**src/rtl/stack_sel_pkg.sv**
```systemverilog
package stack_sel_pkg;

    localparam int OP_W = 8;

    localparam logic [OP_W-1:0] OP_DIE_SEL     = 8'hC2;
    localparam logic [OP_W-1:0] OP_RESET       = 8'hFF;
    localparam logic [OP_W-1:0] OP_PROG_EXEC   = 8'h10;
    localparam logic [OP_W-1:0] OP_BLOCK_ERASE = 8'hD8;

    // frame byte tally saturates at three (three means "more than two")
    typedef logic [1:0] byte_tally_t;

    function automatic logic is_routed(input logic [OP_W-1:0] op);
        return (op != OP_DIE_SEL) && (op != OP_RESET);
    endfunction

endpackage

```
**src/rtl/spi_byte_rx.sv**
```systemverilog
module spi_byte_rx #(
    parameter int SYNC_STAGES = 2,
    parameter int BYTE_W      = 8
) (
    input  logic              clk,
    input  logic              rst_n,
    input  logic              spi_sclk,
    input  logic              spi_cs_n,
    input  logic              spi_di,
    output logic              byte_stb,
    output logic [BYTE_W-1:0] byte_data,
    output logic              frame_end
);

    localparam int BIT_CNT_W = (BYTE_W > 1) ? $clog2(BYTE_W) : 1;
    localparam logic [BIT_CNT_W-1:0] LAST_BIT = BIT_CNT_W'(BYTE_W - 1);

    logic [SYNC_STAGES-1:0] sclk_sync_q;
    logic [SYNC_STAGES-1:0] csn_sync_q;
    logic [SYNC_STAGES-1:0] di_sync_q;

    generate
        if (SYNC_STAGES == 1) begin : g_sync1
            always_ff @(posedge clk) begin
                if (!rst_n) begin
                    sclk_sync_q <= '0;
                    csn_sync_q  <= '1;
                    di_sync_q   <= '0;
                end else begin
                    sclk_sync_q <= spi_sclk;
                    csn_sync_q  <= spi_cs_n;
                    di_sync_q   <= spi_di;
                end
            end
        end else begin : g_syncn
            always_ff @(posedge clk) begin
                if (!rst_n) begin
                    sclk_sync_q <= '0;
                    csn_sync_q  <= '1;
                    di_sync_q   <= '0;
                end else begin
                    sclk_sync_q <= {sclk_sync_q[SYNC_STAGES-2:0], spi_sclk};
                    csn_sync_q  <= {csn_sync_q[SYNC_STAGES-2:0], spi_cs_n};
                    di_sync_q   <= {di_sync_q[SYNC_STAGES-2:0], spi_di};
                end
            end
        end
    endgenerate

    logic sclk_s, csn_s, di_s;
    assign sclk_s = sclk_sync_q[SYNC_STAGES-1];
    assign csn_s  = csn_sync_q[SYNC_STAGES-1];
    assign di_s   = di_sync_q[SYNC_STAGES-1];

    typedef struct packed {
        logic                 sclk_prev;
        logic                 csn_prev;
        logic [BYTE_W-1:0]    shreg;
        logic [BIT_CNT_W-1:0] bit_cnt;
        logic                 stb;
        logic [BYTE_W-1:0]    data;
        logic                 fend;
    } rx_state_t;

    rx_state_t st_d, st_q;

    always_comb begin
        logic [BYTE_W-1:0] shifted;
        st_d           = st_q;
        st_d.stb       = 1'b0;
        st_d.fend      = 1'b0;
        st_d.sclk_prev = sclk_s;
        st_d.csn_prev  = csn_s;
        shifted        = {st_q.shreg[BYTE_W-2:0], di_s};
        if (csn_s) begin
            st_d.bit_cnt = '0;
            if (!st_q.csn_prev) begin
                st_d.fend = 1'b1;
            end
        end else if (sclk_s && !st_q.sclk_prev) begin
            st_d.shreg = shifted;
            if (st_q.bit_cnt == LAST_BIT) begin
                st_d.bit_cnt = '0;
                st_d.stb     = 1'b1;
                st_d.data    = shifted;
            end else begin
                st_d.bit_cnt = st_q.bit_cnt + 1'b1;
            end
        end
    end

    always_ff @(posedge clk) begin
        if (!rst_n) begin
            st_q <= '{sclk_prev: 1'b0, csn_prev: 1'b1, shreg: '0,
                      bit_cnt: '0, stb: 1'b0, data: '0, fend: 1'b0};
        end else begin
            st_q <= st_d;
        end
    end

    assign byte_stb  = st_q.stb;
    assign byte_data = st_q.data;
    assign frame_end = st_q.fend;

endmodule

```
**src/rtl/stack_cmd_dec.sv**
```systemverilog
module stack_cmd_dec
    import stack_sel_pkg::*;
#(
    parameter int NUM_DIES = 2,
    parameter int DIE_W    = 1
) (
    input  logic                clk,
    input  logic                rst_n,
    input  logic                byte_stb,
    input  logic [OP_W-1:0]     byte_data,
    input  logic                frame_end,
    output logic [NUM_DIES-1:0] cmd_valid,
    output logic [OP_W-1:0]     cmd_op,
    output logic [DIE_W-1:0]    active_die
);

    localparam logic [NUM_DIES-1:0] ONE_HOT0 = NUM_DIES'(1);
    localparam logic [OP_W-1:0]     DIE_LIMIT = OP_W'(NUM_DIES);

    typedef struct packed {
        logic [DIE_W-1:0]    active;
        byte_tally_t         nbytes;
        logic [OP_W-1:0]     first_op;
        logic [OP_W-1:0]     die_id;
        logic [NUM_DIES-1:0] valid;
        logic [OP_W-1:0]     op;
    } dec_state_t;

    dec_state_t st_d, st_q;

    always_comb begin
        st_d       = st_q;
        st_d.valid = '0;
        if (byte_stb) begin
            if (st_q.nbytes == 2'd0) begin
                st_d.first_op = byte_data;
                if (byte_data == OP_RESET) begin
                    st_d.op    = byte_data;
                    st_d.valid = '1;
                end else if (is_routed(byte_data)) begin
                    st_d.op    = byte_data;
                    st_d.valid = ONE_HOT0 << st_q.active;
                end
            end else if (st_q.nbytes == 2'd1) begin
                st_d.die_id = byte_data;
            end
            if (st_q.nbytes != 2'd3) begin
                st_d.nbytes = st_q.nbytes + 2'd1;
            end
        end
        if (frame_end) begin
            if ((st_q.nbytes == 2'd2) && (st_q.first_op == OP_DIE_SEL)
                && (st_q.die_id < DIE_LIMIT)) begin
                st_d.active = st_q.die_id[DIE_W-1:0];
            end
            st_d.nbytes = '0;
        end
    end

    always_ff @(posedge clk) begin
        if (!rst_n) begin
            st_q <= '{active: '0, nbytes: '0, first_op: '0, die_id: '0,
                      valid: '0, op: '0};
        end else begin
            st_q <= st_d;
        end
    end

    assign cmd_valid  = st_q.valid;
    assign cmd_op     = st_q.op;
    assign active_die = st_q.active;

endmodule

```
**src/rtl/die_busy_timer.sv**
```systemverilog
module die_busy_timer #(
    parameter int PROG_CYCLES  = 3000,
    parameter int ERASE_CYCLES = 20000
) (
    input  logic clk,
    input  logic rst_n,
    input  logic start_prog,
    input  logic start_erase,
    input  logic abort,
    output logic busy
);

    localparam int MAX_CYCLES = (PROG_CYCLES > ERASE_CYCLES) ? PROG_CYCLES : ERASE_CYCLES;
    localparam int CNT_W      = $clog2(MAX_CYCLES + 1);

    typedef struct packed {
        logic [CNT_W-1:0] remain;
    } tmr_state_t;

    tmr_state_t st_d, st_q;

    always_comb begin
        st_d = st_q;
        if (abort) begin
            st_d.remain = '0;
        end else if (st_q.remain != '0) begin
            st_d.remain = st_q.remain - 1'b1;
        end else if (start_prog) begin
            st_d.remain = CNT_W'(PROG_CYCLES);
        end else if (start_erase) begin
            st_d.remain = CNT_W'(ERASE_CYCLES);
        end
    end

    always_ff @(posedge clk) begin
        if (!rst_n) begin
            st_q <= '{remain: '0};
        end else begin
            st_q <= st_d;
        end
    end

    assign busy = (st_q.remain != '0);

endmodule

```
**src/rtl/spi_stack_sel.sv**
```systemverilog
module spi_stack_sel
    import stack_sel_pkg::*;
#(
    parameter int NUM_DIES     = 2,
    parameter int SYNC_STAGES  = 2,
    parameter int PROG_CYCLES  = 3000,
    parameter int ERASE_CYCLES = 20000,
    localparam int DIE_W       = (NUM_DIES > 1) ? $clog2(NUM_DIES) : 1
) (
    input  logic                clk,
    input  logic                rst_n,
    input  logic                spi_sclk,
    input  logic                spi_cs_n,
    input  logic                spi_di,
    output logic [NUM_DIES-1:0] cmd_valid,
    output logic [OP_W-1:0]     cmd_op,
    output logic [DIE_W-1:0]    active_die,
    output logic [NUM_DIES-1:0] die_busy
);

    logic            rx_byte_stb;
    logic [OP_W-1:0] rx_byte;
    logic            rx_frame_end;

    spi_byte_rx #(
        .SYNC_STAGES (SYNC_STAGES),
        .BYTE_W      (OP_W)
    ) i_rx (
        .clk       (clk),
        .rst_n     (rst_n),
        .spi_sclk  (spi_sclk),
        .spi_cs_n  (spi_cs_n),
        .spi_di    (spi_di),
        .byte_stb  (rx_byte_stb),
        .byte_data (rx_byte),
        .frame_end (rx_frame_end)
    );

    stack_cmd_dec #(
        .NUM_DIES (NUM_DIES),
        .DIE_W    (DIE_W)
    ) i_dec (
        .clk        (clk),
        .rst_n      (rst_n),
        .byte_stb   (rx_byte_stb),
        .byte_data  (rx_byte),
        .frame_end  (rx_frame_end),
        .cmd_valid  (cmd_valid),
        .cmd_op     (cmd_op),
        .active_die (active_die)
    );

    generate
        for (genvar g = 0; g < NUM_DIES; g++) begin : g_die
            logic go_prog, go_erase, go_abort;
            assign go_prog  = cmd_valid[g] && (cmd_op == OP_PROG_EXEC);
            assign go_erase = cmd_valid[g] && (cmd_op == OP_BLOCK_ERASE);
            assign go_abort = cmd_valid[g] && (cmd_op == OP_RESET);

            die_busy_timer #(
                .PROG_CYCLES  (PROG_CYCLES),
                .ERASE_CYCLES (ERASE_CYCLES)
            ) i_tmr (
                .clk         (clk),
                .rst_n       (rst_n),
                .start_prog  (go_prog),
                .start_erase (go_erase),
                .abort       (go_abort),
                .busy        (die_busy[g])
            );
        end
    endgenerate

endmodule

```
**config.mk**
```make
export PLATFORM = sky130hd
export DESIGN_NAME = spi_stack_sel
export DESIGN_NICKNAME = d
export VERILOG_FILES = /design/src/rtl/stack_sel_pkg.sv /design/src/rtl/spi_byte_rx.sv /design/src/rtl/stack_cmd_dec.sv /design/src/rtl/die_busy_timer.sv /design/src/rtl/spi_stack_sel.sv
export SDC_FILE = /design/constraint.sdc
export NUM_CORES = 1
export LEC_CHECK = 0
export BUFFER_PORTS_ARGS = -buffer_cell sky130_fd_sc_hd__buf_4
export CAP_MARGIN = 20
export CORE_MARGIN = 3
export CORE_UTILIZATION = 50
export DETAILED_ROUTE_END_ITERATION = 16
export HOLD_SLACK_MARGIN = 0.03
export PLACE_DENSITY_LB_ADDON = 0.2
export SYNTH_ARGS = -nofsm -noshare
export SYNTH_HDL_FRONTEND = slang
export SYNTH_HIERARCHICAL = 1
export SYNTH_SLANG_ARGS = --single-unit
```
**constraint.sdc**
```tcl
create_clock -name clk -period 3.45 [get_ports clk]
set_clock_uncertainty 0.2 [all_clocks]
set_input_delay 0.5175 -clock clk [delete_from_list [all_inputs] [get_ports clk]]
set_output_delay 0.5175 -clock clk [all_outputs]
set_load 0.05 [all_outputs]
```
=== Word level (Yosys, flattened, before mapping) ===
Index checks and enable logic that the tools add are counted.

* Add/sub/neg operators: 4
* $lt $le $gt $ge: 1
* Eq/ne operators: 11
* Shift operators: 1
* Muxes and demuxes: 11
* Bitwise gates (word level): 4
* Reduce and logical (&&, ||, !) cells: 31

{| class="wikitable"
|+ Operator list
! cell !! count
|-
| 15-bit two-way mux || 6
|-
| 8-bit == test (second input constant) || 4
|-
| 15-bit nonzero test || 2
|-
| 15-bit by 1-bit subtractor with 15-bit output (second input constant) || 2
|-
| 10-bit two-way mux || 2
|-
| 8-bit inequality test (second input constant) || 2
|-
| 3-bit AND reduction || 4
|-
| 1-bit logical AND || 10
|-
| 2-bit AND reduction || 5
|-
| 9-bit two-way mux || 1
|-
| 8-bit by 5-bit == test with 1-bit output (second input constant) || 1
|-
| 8-bit by 2-bit < comparator with 1-bit output (second input constant) || 1
|-
| 2-bit OR reduction || 4
|-
| 3-bit nonzero test || 2
|-
| 1-bit NOT || 4
|-
| 3-bit by 1-bit adder with 3-bit output (second input constant) || 1
|-
| 3-bit == test (second input constant) || 1
|-
| 3-bit two-way mux || 1
|-
| 3-bit OR reduction || 1
|-
| 2-bit by 1-bit adder with 2-bit output (second input constant) || 1
|-
| 2-bit by 1-bit == test with 1-bit output (second input constant) || 1
|-
| 2-bit == test (second input constant) || 1
|-
| 2-bit zero test || 1
|-
| 2-bit inequality test (second input constant) || 1
|-
| other kinds (4) || 4
|}

* Register bits: 87
* Input port bits: 5
* Output and inout port bits: 13
* Word-level logic and storage cells: 81

=== Longest topological paths before layout ===
* Word-level depth: 5
* Mapped depth: 8
* Depth with buffers taken out: 7

=== Modules after synthesis ===
Netlist, hierarchy kept.

{| class="wikitable"
|+ Modules (own cells, without submodules)
! module !! instances !! cells each !! area an instance (um^2) !! sequential area each (um^2)
|-
| die_busy_timer || 2 || 114 || 924.6 || 300.3
|-
| stack_cmd_dec || 1 || 143 || 1330.0 || 580.6
|-
| spi_byte_rx || 1 || 99 || 1008.5 || 560.5
|-
| spi_stack_sel || 1 || 12 || 71.3 || 0.0
|}

=== Least setup slack after synthesis ===
OpenSTA, ideal clock, no wires.

* Path kind: register to output
* From: register g_die[0].i_tmr/st_q[0] in the netlist's numbering
* To: output port die_busy[0]
* Arrival: 1846 ps
* Path slack: 887 ps
* Cell stages (with the launch flop): 7
* Buffers on the path: 1
* Cells stage by stage: dfxtp_1 inv_1 ha_1 or4b_4 buf_6 nor4_4 inv_2

* Cells in the longest elaborated chain, start to end: 1

{| class="wikitable"
|+ Ends and longest elaborated chain
! element !! RTL line !! text
|-
| from (decl) || die_busy_timer.sv:20 || <nowiki>tmr_state_t st_d, st_q;</nowiki>
|-
| from (signal assigned) || die_busy_timer.sv:37 || <nowiki>st_q <= '{remain: '0};</nowiki>
|-
| from (signal assigned) || die_busy_timer.sv:39 || <nowiki>st_q <= st_d;</nowiki>
|-
| 15-bit nonzero test || die_busy_timer.sv:43 || <nowiki>assign busy = (st_q.remain != '0);</nowiki>
|-
| to (decl) || spi_stack_sel.sv:18 || <nowiki>output logic [NUM_DIES-1:0] die_busy</nowiki>
|}

No other way between the ends.

=== Worst setup path in the final report ===
* From: register g_die[1].i_tmr/st_q[0] in the netlist's numbering
* To: output port die_busy[1]

* Cells in the longest elaborated chain, start to end: 1

{| class="wikitable"
|+ Ends and longest elaborated chain
! element !! RTL line
|-
| from (decl) || die_busy_timer.sv:20
|-
| from (signal assigned) || die_busy_timer.sv:37
|-
| from (signal assigned) || die_busy_timer.sv:39
|-
| 15-bit nonzero test || die_busy_timer.sv:43
|}

No other way between the ends.

==> flow_metrics.env <==
export IMPL_layout_area_seq_sq_um=1740
export IMPL_wl_per_cell_microns=14.6
export IMPL_tns_ns=0
export IMPL_worst_pin_slew_ns=0.929
export IMPL_hold_depth=2
export IMPL_status="complete, no violations"
export IMPL_gp_congestion=0.892
export IMPL_fp_coreArea_sq_um=8260
export IMPL_clk_path_buf_depth=2
export IMPL_crit_family="simple AND/OR/NAND/NOR gates"
export IMPL_io_pins=18
export IMPL_clock_sinks=87
export IMPL_cts_hold_buffers=0
export IMPL_grt_pass1_vias=3131
export IMPL_dp_slack_ns=0.958
export IMPL_instances_no_fill=582
export IMPL_die_area_sq_um=9660
export IMPL_min_path_type="primary input to register"
export IMPL_power_density_nw_per_um2=848
export IMPL_placed_cells_incl_taps=566
export IMPL_timing_rr_end="g_die[1].i_tmr/st_q[6]"
export IMPL_rows=33
export IMPL_cp_num_buf_inv=3
export IMPL_finalWirelength_microns=8520
export IMPL_reg2reg_slack_ns=1.00
export IMPL_clk_latency_ns=0.36
export IMPL_hold_viol=0
export IMPL_htreeDepth=3
export IMPL_synth_area_leaders="dfxtp_1 41%, nand2_1 4.8%, mux2i_1 4.0%, buf_4 3.2%, ha_1 2.9%"
export IMPL_dieWidth_microns=98.3
export IMPL_cap_viol_max_count=0
export IMPL_worstPathArrival_ns=2.18
export IMPL_clk_pin_slew_ns=0.10
export IMPL_route_vias_total=3373
export IMPL_antenna_found_initial=0
export IMPL_setup_violations=0
export IMPL_ant_nets=0
export IMPL_critPathMaxStageDelay_ns=0.53
export IMPL_path_class="register to primary output"
export IMPL_cts_buffers_inserted=9
export IMPL_cp_end_kind="primary output"
export IMPL_drt_iter0_drc=145
export IMPL_min_delay_start="spi_cs_n"
export IMPL_mostFrequentLayoutCells="87 x dfxtp_1, 55 x nand2_1, 28 x nor2_1"
export IMPL_yosysTopAreaCell="dfxtp_1"
export IMPL_postCtsSetupBuffers=0
export IMPL_rsz0062_at_grt="no"
export IMPL_grt_usage_pct=18.3
export IMPL_r2r_start="g_die[1].i_tmr/st_q[0]"
export IMPL_peakVddDrop_mv=0.363
export IMPL_first_pass_iters=4
export IMPL_synth_distinct_cells=60
export IMPL_ff2ff_path_depth=6
export IMPL_ys_warn_count=6
export IMPL_slowest_stage="or4b_4"
export IMPL_final_common_cell="dfxtp_1"
export IMPL_drc=0
export IMPL_synth_edff_count=0
export IMPL_synth_cells=482
export IMPL_vias_per_cell=5.80
export IMPL_synth_top_cell_area_share_pct=40.9
export IMPL_synthArstFlopShare_pct=0
export IMPL_timing_hold_ws_ns=0.132
export IMPL_design_area_sq_um=4490
export IMPL_nNetsFinal=487
export IMPL_numPortBuffers=17
export IMPL_die_y_microns=98.3
export IMPL_ys_seq_area_share_pct=40.9
export IMPL_area_growth_pct=5.41
export IMPL_start_kind="register"
export IMPL_overflow=0
export IMPL_grt_pass1_wl_microns=14700
export IMPL_critPathMaxFanout=8
export IMPL_min_to="i_rx/csn_sync_q[0]"
export IMPL_dp_hpwl_microns=6090
export IMPL_setup_ws_ns=0.551
export IMPL_fin_crit_ns=2.90
export IMPL_required_ns=2.73
export IMPL_synth_seq_cells=87
export IMPL_slew_headroom_pct=37.5
export IMPL_p_leak_nw=1.63
export IMPL_grt_max_degree=37
export IMPL_start_util_pct=51.6
export IMPL_place_area_sq_um=4290
export IMPL_num_antenna_cells=0
export IMPL_min_period_over_period_pct=84.0
export IMPL_synth_fp_nets=497
export IMPL_synth_area_sq_um=4260
export IMPL_final_max_slew_violation_count=0
export IMPL_multiInputGateArea_sq_um=2190
export IMPL_clock_root_buffer="clkbuf_8"
export IMPL_cts_resized=0
export IMPL_drive_above_1_share_pct=14.7
export IMPL_syn_area_per_cell_sq_um=8.84
export IMPL_cts_tree="built"
export IMPL_crit_chain="inv_1, ha_1, or4b_4, nor4_4, inv_2, buf_4"
export IMPL_fillCellCount=803
export IMPL_fmax_mhz=345
export IMPL_dominantRegCellSynth="dfxtp_1"
## through the flow
step | total power, W | utilization [%]
after CTS | 0.00381 | 54.4
after floorplan | 0.00278 | -
after detailed placement | 0.00310 | 52.0
after global routing | 0.00409 | 54.4
after global placement | 0.00307 | 52.0
final | 0.00381 | 54.4
## area by class of cell
type | instances | share of cell area (%)
Clock inverter | 7 | 1.62
Multi-Input combinational cell | 335 | 48.7
Timing Repair Buffer | 23 | 3.85
Clock buffer | 9 | 2.76
Inverter | 16 | 1.34
Sequential cell | 87 | 38.8
Tap cell | 105 | 2.93
## layer usage
layer,up-vias,GRT usage [%],part of all wire (%)
met2,73,29.2,49
met5,-,0,0
li1,1715,-,-
met3,4,4.43,4.8
met4,0,7.04,0.50
met1,1581,23.9,45
## worst max-delay path by stage
stage	startpoint	to	slack, ns	cells after the start
global placement	g_die[1].i_tmr/st_q[0]	die_busy[1]	0.99	6
floorplan	g_die[0].i_tmr/st_q[0]	die_busy[0]	0.89	6
finish	g_die[1].i_tmr/st_q[0]	die_busy[1]	0.55	6
global route	g_die[1].i_tmr/st_q[0]	die_busy[1]	0.41	6
CTS	g_die[0].i_tmr/st_q[0]	die_busy[0]	0.53	6
detailed placement	g_die[1].i_tmr/st_q[0]	die_busy[1]	0.96	6
## kinds of logic (layout without fill, tap and decap cells)
kind of cell | after synthesis | after routing | synth area share (%)
compound gates | 95 | 95 | 15.7
xor+xnor | 3 | 3 | 0.617
fa+ha+maj | 10 | 10 | 2.94
buf+inv | 60 | 55 | 7.76
flops | 87 | 87 | 40.9
mux | 17 | 17 | 4.00
simple gates | 210 | 210 | 28.1
## worst register-to-register path, stage by stage, from the launching register on
cell     delay [ns]
dfxtp_1        0.35
inv_1          0.11
ha_1           0.26
or3b_2         0.57
or3_1          0.35
or3_2          0.41
a21oi_1        0.13
## synthesized netlist by cell type, drive strengths merged (3+ instances only)
library cell,count
nand2,55
nand3b,5
a31oi,9
and2,6
ha,10
buf,28
nand2b,11
nor4,15
or4b,3
dfxtp,87
nor4b,3
mux2i,17
a21boi,13
a21oi,17
inv,16
nor2,29
a211oi,4
o211ai,6
nand3,15
or4,11
o31ai,8
o21ai,16
xnor2,3
nor2b,11
or3,8
nand4,9
clkbuf,16
nor3,20
## registers in the layout, summed over array words and instances, names as in the netlist
signal,cells
g_die.i_tmr/st_q,30
i_rx/byte_data,8
i_rx/byte_stb,1
i_rx/sclk_sync_q,2
i_rx/frame_end,1
i_dec/st_q,18
i_rx/di_sync_q,2
i_dec/cmd_valid,2
i_rx/st_q,12
i_rx/csn_sync_q,2
i_dec/cmd_op,8
i_dec/active_die,1
## report_power, final
| part | internal [W] | total, W | switching (W) |
|---|---|---|---|
| logic | 0.000701 | 0.00173 | 0.00102 |
| clock network | 0.000284 | 0.000692 | 0.000408 |
| registers | 0.00117 | 0.00139 | 0.000218 |
Note: power is estimated with default switching activity, not from simulation.
